<file path="src/rtl/bat_pkg.sv">
`timescale 1ns/1ps
package bat_pkg;
  localparam int NUM_BANKS = 2;
  localparam int BANK_INSTR = 0;
  localparam int BANK_DATA = 1;

  typedef struct packed {
    logic loadRsp;
    logic wrInstr;
    logic wrData;
  } batCtrl_t;
endpackage

</file>
<file path="src/rtl/bat_ctrl.sv">
`timescale 1ns/1ps
module bat_ctrl
  import bat_pkg::*;
(
  input  logic     clk,
  input  logic     rst,
  input  logic     reqValid,
  input  logic     wrEn,
  input  logic     wrDataSide,
  output batCtrl_t ctrl,
  output logic     rspValid
);
  always_comb begin
    ctrl.loadRsp = reqValid;
    ctrl.wrInstr = wrEn & ~wrDataSide;
    ctrl.wrData  = wrEn & wrDataSide;
  end

  always_ff @(posedge clk) begin
    if (rst) rspValid <= 1'b0;
    else     rspValid <= reqValid;
  end
endmodule

</file>
<file path="src/rtl/bat_entry_eval.sv">
`timescale 1ns/1ps
module bat_entry_eval #(
  parameter int ADDR_W = 32
) (
  input  logic [ADDR_W-1:0] addr,
  input  logic              user,
  input  logic              write,
  input  logic [ADDR_W-1:0] mask,
  input  logic [ADDR_W-1:0] base,
  input  logic [ADDR_W-1:0] realBase,
  input  logic [1:0]        prot,
  input  logic              supValid,
  input  logic              userValid,
  output logic              qualify,
  output logic              canWrite,
  output logic [ADDR_W-1:0] realAddr
);
  logic levelOk, hitMatch, readable;

  always_comb begin
    levelOk  = user ? userValid : supValid;
    hitMatch = (addr & mask) == base;
    readable = prot != 2'd0;
    canWrite = prot[1];
    qualify  = levelOk && hitMatch && readable && (!write || canWrite);
    realAddr = realBase | (addr & ~mask);
  end
endmodule

</file>
<file path="src/rtl/bat_datapath.sv">
`timescale 1ns/1ps
module bat_datapath
  import bat_pkg::*;
#(
  parameter int ADDR_W      = 32,
  parameter int NUM_ENTRIES = 8,
  localparam int IDX_W      = $clog2(NUM_ENTRIES)
) (
  input  logic              clk,
  input  logic              rst,
  input  batCtrl_t          ctrl,
  input  logic [ADDR_W-1:0] reqAddr,
  input  logic              reqDataSide,
  input  logic              reqUser,
  input  logic              reqWrite,
  input  logic [IDX_W-1:0]  wrIdx,
  input  logic [ADDR_W-1:0] wrMask,
  input  logic [ADDR_W-1:0] wrBase,
  input  logic [ADDR_W-1:0] wrReal,
  input  logic [1:0]        wrProt,
  input  logic              wrSupValid,
  input  logic              wrUserValid,
  output logic              rspHit,
  output logic [ADDR_W-1:0] rspAddr,
  output logic              rspRead,
  output logic              rspWrite,
  output logic              rspExec,
  output logic [IDX_W-1:0]  rspEntry
);
  logic [ADDR_W-1:0] maskQ  [NUM_BANKS][NUM_ENTRIES];
  logic [ADDR_W-1:0] baseQ  [NUM_BANKS][NUM_ENTRIES];
  logic [ADDR_W-1:0] realQ  [NUM_BANKS][NUM_ENTRIES];
  logic [1:0]        protQ  [NUM_BANKS][NUM_ENTRIES];
  logic              supVQ  [NUM_BANKS][NUM_ENTRIES];
  logic              userVQ [NUM_BANKS][NUM_ENTRIES];

  logic [NUM_ENTRIES-1:0] qualify;
  logic [NUM_ENTRIES-1:0] canWrite;
  logic [ADDR_W-1:0]      entryAddr [NUM_ENTRIES];

  // Entry storage, one register set per bank and entry.
  for (genvar b = 0; b < NUM_BANKS; b++) begin : g_bank
    logic bankWr;
    assign bankWr = (b == BANK_DATA) ? ctrl.wrData : ctrl.wrInstr;
    for (genvar e = 0; e < NUM_ENTRIES; e++) begin : g_entry
      always_ff @(posedge clk) begin
        if (rst) begin
          maskQ[b][e]  <= '0;
          baseQ[b][e]  <= '0;
          realQ[b][e]  <= '0;
          protQ[b][e]  <= 2'd0;
          supVQ[b][e]  <= 1'b0;
          userVQ[b][e] <= 1'b0;
        end else if (bankWr && wrIdx == IDX_W'(e)) begin
          maskQ[b][e]  <= wrMask;
          baseQ[b][e]  <= wrBase;
          realQ[b][e]  <= wrReal;
          protQ[b][e]  <= wrProt;
          supVQ[b][e]  <= wrSupValid;
          userVQ[b][e] <= wrUserValid;
        end
      end
    end
  end

  // Per-entry evaluation against the selected bank.
  for (genvar e = 0; e < NUM_ENTRIES; e++) begin : g_eval
    logic bankSel;
    assign bankSel = reqDataSide;
    bat_entry_eval #(.ADDR_W(ADDR_W)) u_eval (
      .addr      (reqAddr),
      .user      (reqUser),
      .write     (reqWrite),
      .mask      (bankSel ? maskQ[BANK_DATA][e]  : maskQ[BANK_INSTR][e]),
      .base      (bankSel ? baseQ[BANK_DATA][e]  : baseQ[BANK_INSTR][e]),
      .realBase  (bankSel ? realQ[BANK_DATA][e]  : realQ[BANK_INSTR][e]),
      .prot      (bankSel ? protQ[BANK_DATA][e]  : protQ[BANK_INSTR][e]),
      .supValid  (bankSel ? supVQ[BANK_DATA][e]  : supVQ[BANK_INSTR][e]),
      .userValid (bankSel ? userVQ[BANK_DATA][e] : userVQ[BANK_INSTR][e]),
      .qualify   (qualify[e]),
      .canWrite  (canWrite[e]),
      .realAddr  (entryAddr[e])
    );
  end

  // Lowest-numbered qualifying entry wins.
  logic              found;
  logic [IDX_W-1:0]  foundIdx;
  logic [ADDR_W-1:0] foundAddr;
  logic              foundWr;

  always_comb begin
    found     = 1'b0;
    foundIdx  = '0;
    foundAddr = '0;
    foundWr   = 1'b0;
    for (int i = NUM_ENTRIES - 1; i >= 0; i--) begin
      if (qualify[i]) begin
        found     = 1'b1;
        foundIdx  = IDX_W'(i);
        foundAddr = entryAddr[i];
        foundWr   = canWrite[i];
      end
    end
  end

  always_ff @(posedge clk) begin
    if (rst || !ctrl.loadRsp) begin
      rspHit   <= 1'b0;
      rspAddr  <= '0;
      rspRead  <= 1'b0;
      rspWrite <= 1'b0;
      rspExec  <= 1'b0;
      rspEntry <= '0;
    end else begin
      rspHit   <= found;
      rspAddr  <= foundAddr;
      rspRead  <= found;
      rspWrite <= found & foundWr;
      rspExec  <= found;
      rspEntry <= foundIdx;
    end
  end
endmodule

</file>
<file path="src/rtl/bat_matcher.sv">
`timescale 1ns/1ps
module bat_matcher
  import bat_pkg::*;
#(
  parameter int ADDR_W      = 32,
  parameter int NUM_ENTRIES = 8,
  localparam int IDX_W      = $clog2(NUM_ENTRIES)
) (
  input  logic              clk,
  input  logic              rst,
  input  logic              reqValid,
  input  logic [ADDR_W-1:0] reqAddr,
  input  logic              reqDataSide,
  input  logic              reqUser,
  input  logic              reqWrite,
  input  logic              wrEn,
  input  logic              wrDataSide,
  input  logic [IDX_W-1:0]  wrIdx,
  input  logic [ADDR_W-1:0] wrMask,
  input  logic [ADDR_W-1:0] wrBase,
  input  logic [ADDR_W-1:0] wrReal,
  input  logic [1:0]        wrProt,
  input  logic              wrSupValid,
  input  logic              wrUserValid,
  output logic              rspValid,
  output logic              rspHit,
  output logic              rspMiss,
  output logic [ADDR_W-1:0] rspAddr,
  output logic              rspRead,
  output logic              rspWrite,
  output logic              rspExec,
  output logic [IDX_W-1:0]  rspEntry
);
  batCtrl_t ctrl;

  bat_ctrl u_ctrl (
    .clk        (clk),
    .rst        (rst),
    .reqValid   (reqValid),
    .wrEn       (wrEn),
    .wrDataSide (wrDataSide),
    .ctrl       (ctrl),
    .rspValid   (rspValid)
  );

  bat_datapath #(.ADDR_W(ADDR_W), .NUM_ENTRIES(NUM_ENTRIES)) u_dp (
    .clk         (clk),
    .rst         (rst),
    .ctrl        (ctrl),
    .reqAddr     (reqAddr),
    .reqDataSide (reqDataSide),
    .reqUser     (reqUser),
    .reqWrite    (reqWrite),
    .wrIdx       (wrIdx),
    .wrMask      (wrMask),
    .wrBase      (wrBase),
    .wrReal      (wrReal),
    .wrProt      (wrProt),
    .wrSupValid  (wrSupValid),
    .wrUserValid (wrUserValid),
    .rspHit      (rspHit),
    .rspAddr     (rspAddr),
    .rspRead     (rspRead),
    .rspWrite    (rspWrite),
    .rspExec     (rspExec),
    .rspEntry    (rspEntry)
  );

  assign rspMiss = rspValid & ~rspHit;
endmodule

</file>
<file path="config.mk">
export PLATFORM = sky130hd
export DESIGN_NAME = bat_matcher
export DESIGN_NICKNAME = d
export VERILOG_FILES = /design/src/rtl/bat_pkg.sv /design/src/rtl/bat_ctrl.sv /design/src/rtl/bat_entry_eval.sv /design/src/rtl/bat_datapath.sv /design/src/rtl/bat_matcher.sv
export SDC_FILE = /design/constraint.sdc
export NUM_CORES = 2
export LEC_CHECK = 0
export BUFFER_PORTS_ARGS = -buffer_cell sky130_fd_sc_hd__buf_4
export CORE_MARGIN = 1
export CORE_UTILIZATION = 55
export CTS_BUF_LIST = sky130_fd_sc_hd__clkbuf_4
export DETAILED_ROUTE_END_ITERATION = 12
export PLACE_DENSITY = 0.77
export SLEW_MARGIN = 10
export SYNTH_ARGS = -nofsm -noshare
export SYNTH_HDL_FRONTEND = slang
export SYNTH_HIERARCHICAL = 1
export SYNTH_SLANG_ARGS = --single-unit
</file>
<file path="constraint.sdc">
create_clock -name clk -period 18.9 [get_ports clk]
set_clock_uncertainty 0.2 [all_clocks]
set_input_delay 3.78 -clock clk [delete_from_list [all_inputs] [get_ports clk]]
set_output_delay 3.78 -clock clk [all_outputs]
set_load 0.005 [all_outputs]
</file>
==> run metrics <==
grt met2 use 0.502; power density cells 93.1 nW/um^2; Post-Layout Cell Count 8409; clock tree buffer depth 4; area of the core 142000 um^2; Routed Antenna Nets 0; Post-Syn Instances 5917; Resized cells post-CTS 0; critical path's slowest cell nor4_1; post-synth top area cell edfxtp_1; critical path arrival 11.18 ns; syn_nets 6060; Rel. slew slack 0.0209; Vias 51300; r2r setup slk 13.11 ns; CTS Root Cell clkbuf_4; FF+latch area 48800 um^2; DRT Pass-1 Iters 6; Hold Violations, Final 0; Worst Path Required 19.88 ns; Post-Place Cells 7655; Die Ht 380 um; HPWL Detailed 145 mm; crit-path cells buf_8 > buf_4 > buf_4 > mux2_2 > nand2_1 > xnor2_1 > nor4_1 > nand4_1 > nor3_4 > nor2b_4 > a22oi_1 > and2_0 > a311oi_1; fill count 10800; asr flop ratio synth 0; Post-Syn Area 78800 um^2; Syn. warnings 6; status complete, but fails checks; Global Route met1 Usage 0.454; GP Congestion 0.936; type of origin of the critical path primary input; Overflow after GRT 0; Die ar. 145000 um^2; top-area cell type share of the netlist area 0.610; DRC 0; Max Freq 98.0 MHz; CP peak stage delay 1.14 ns; layout cell share with drive strength beyond 1 0.280; max-slew violations 0; Crit Path Class in -> reg; initial antenna violation count 34; crit-path most repeated cell buf_4; Pleak 0.0331 uW; area occupied by multi-input gates 27600 um^2; FP Rows 138; register bit count reported by yosys 1638; Largest delay share family, worst path simple AND/OR/NAND/NOR gates; CTS tree built; max_cap viols 1; failing checks capacitance limit; worst hold path type reg -> reg; Tcrit/Tclk final 0.540; H-tree depth 5; number of flops mapped to enable cells by yosys 1600; Synth Flop Type edfxtp_1; Tot GR Track Use 0.337; die span in x 380 um; Worst setup EP type register; vias per inst 6.10; Worst Path Buf+Inv 3; hold path cells 3; hold_buf cts 0; Worst Reg-to-Reg Cells 10; largest net degree at the start of global routing 125; nets@finish 6334; worst r2r src u_dp/maskQ[1][209]; post-route cell area 87200 um^2; setup bufs post-CTS 0; IO Pins 184; Syn-to-layout area delta 10.7%; WL final 247 mm; Initial Util 0.556; Top Usage Layer GRT met2; r2r endpoint u_dp/rspAddr[27]; distinct cell type count after synthesis 57; Post-Route Setup TNS 0 ns; met3 Usage GRT 0.103; syn_area_per_cell 13.3 um^2; vias in the first global route 50000; Tightest Pin Transition 1.46 ns; Clock Sinks 1638; final design utilization 0.615; Avg WL per Cell 29.4 um; CTS clk-pin slew, worst paths 0.06 ns; dominant cells by area after synthesis edfxtp_1 (61%), and2_1 (13%), mux2_2 (11%); first-pass GRT wire length 350 mm; Area after DPL 81800 um^2; HP Start u_dp/realQ[1][229]; register area share after synthesis 0.619; Port Buffers 183; Clock Latency Late Sink 1.39 ns; # setup viols final 0; fin crit period 10.20 ns; TritonCTS Buffers 423; CP Max Fanout 103; violation count after the first detailed-route iteration 7378; Hold EP u_dp/rspAddr[5]; RSZ-0062 raised after global routing false; Max VDD drop 0.0000690 V
[how the worst max path moves through the flow]
stage,start,endpoint,slack [ns],depth (start not counted)
finish,reqDataSide,u_dp/rspAddr[27],8.70,13
global route,reqDataSide,u_dp/rspAddr[27],8.95,13
CTS,reqDataSide,u_dp/rspAddr[27],9.12,13
detailed placement,reqDataSide,u_dp/rspAddr[27],7.75,13
global placement,reqDataSide,u_dp/rspAddr[27],7.84,13
floorplan,wrIdx[1],u_dp/baseQ[0][32],9.23,3
[layer usage]
layer | wire length [um] | vias to the layer above
li1 | - | 21500
met1 | 91800 | 25400
met2 | 110000 | 3701
met3 | 34600 | 628
met4 | 11100 | 16
met5 | 96 | -
[layout by cell type, fill, tap and decap left out, drive strengths merged, types with 48 or more instances in the layout]
cell    count
mux2      800
edfxtp   1600
nand2     265
clkinv     57
clkbuf    666
buf       266
a21o      258
and2     1602
nor4       48
xnor2     224
inv       276
[worst min-delay path, stage by stage, from the launching register on]
cell,delay (ns)
edfxtp_1,0.33
mux2_2,0.15
a21o_1,0.12
a32o_1,0.16
[power by group]
part           switching [uW]  internal [uW]  leakage, uW
registers                52.2           4190       0.0156
clock network            1440           1610      0.00322
logic                     535            288       0.0142
total                    2020           6090       0.0331
[stage by stage]
step	hold slack [ns]	setup WS [ns]	power (uW)
2_1_floorplan	0.435	9.23	4790
3_3_place_gp	0.491	7.84	5100
3_5_place_dp	0.503	7.75	5120
4_1_cts	0.514	9.12	8130
5_1_grt	0.581	8.95	8370
6_report	0.514	8.70	8120
[cell usage after synthesis (3+ instances only)]
| cell type | count |
|---|---|
| a221oi_1 | 44 |
| xnor2_1 | 224 |
| nor3_2 | 8 |
| nor2_4 | 3 |
| a32o_1 | 12 |
| buf_2 | 95 |
| o21ai_0 | 34 |
| clkbuf_1 | 288 |
| dfxtp_1 | 38 |
| a21oi_1 | 23 |
| o21bai_1 | 12 |
| nand3_1 | 10 |
| mux2i_1 | 8 |
| a211oi_1 | 18 |
| nand2b_1 | 10 |
| nor2_2 | 9 |
| o22ai_1 | 19 |
| inv_1 | 271 |
| o311a_1 | 18 |
| a22oi_1 | 19 |
| or4_1 | 8 |
| mux2_2 | 800 |
| and2_1 | 1600 |
| nand4_1 | 16 |
| nor3_4 | 4 |
| a21oi_4 | 8 |
| nand2_1 | 263 |
| nor4_1 | 48 |
| nor2b_1 | 20 |
| buf_4 | 13 |
| nor3_1 | 21 |
| nor2_1 | 6 |
| clkbuf_2 | 20 |
| edfxtp_1 | 1600 |
| a21o_1 | 258 |
| o221ai_1 | 12 |
| xor2_1 | 32 |
[state kept, by name, summed over array words and instances, names as in the netlist]
register,cells
u_ctrl/rspValid,1
u_dp/userVQ,16
u_dp/protQ,32
u_dp/rspAddr,32
u_dp/rspWrite,1
u_dp/baseQ,512
u_dp/realQ,512
u_dp/rspExec,1
u_dp/rspEntry,3
u_dp/supVQ,16
u_dp/maskQ,512
[kinds of logic after synthesis]
kind of cell	share of synthesized area
simple gates	0.154
compound gates	0.0474
mux	0.115
buf+inv	0.0352
xor+xnor	0.0285
flops	0.619
[layout make-up]
cell class | count | area share
repair buffers | 266 | 0.0241
well taps | 1890 | 0.0271
clock inverters | 64 | 0.00349
clock buffers | 666 | 0.0573
flip-flops and latches | 1638 | 0.560
diodes | 23 | 0.000660
inverters | 271 | 0.0117
multi-input cells | 3591 | 0.316
No activity file was read; power rests on OpenSTA's default activity.
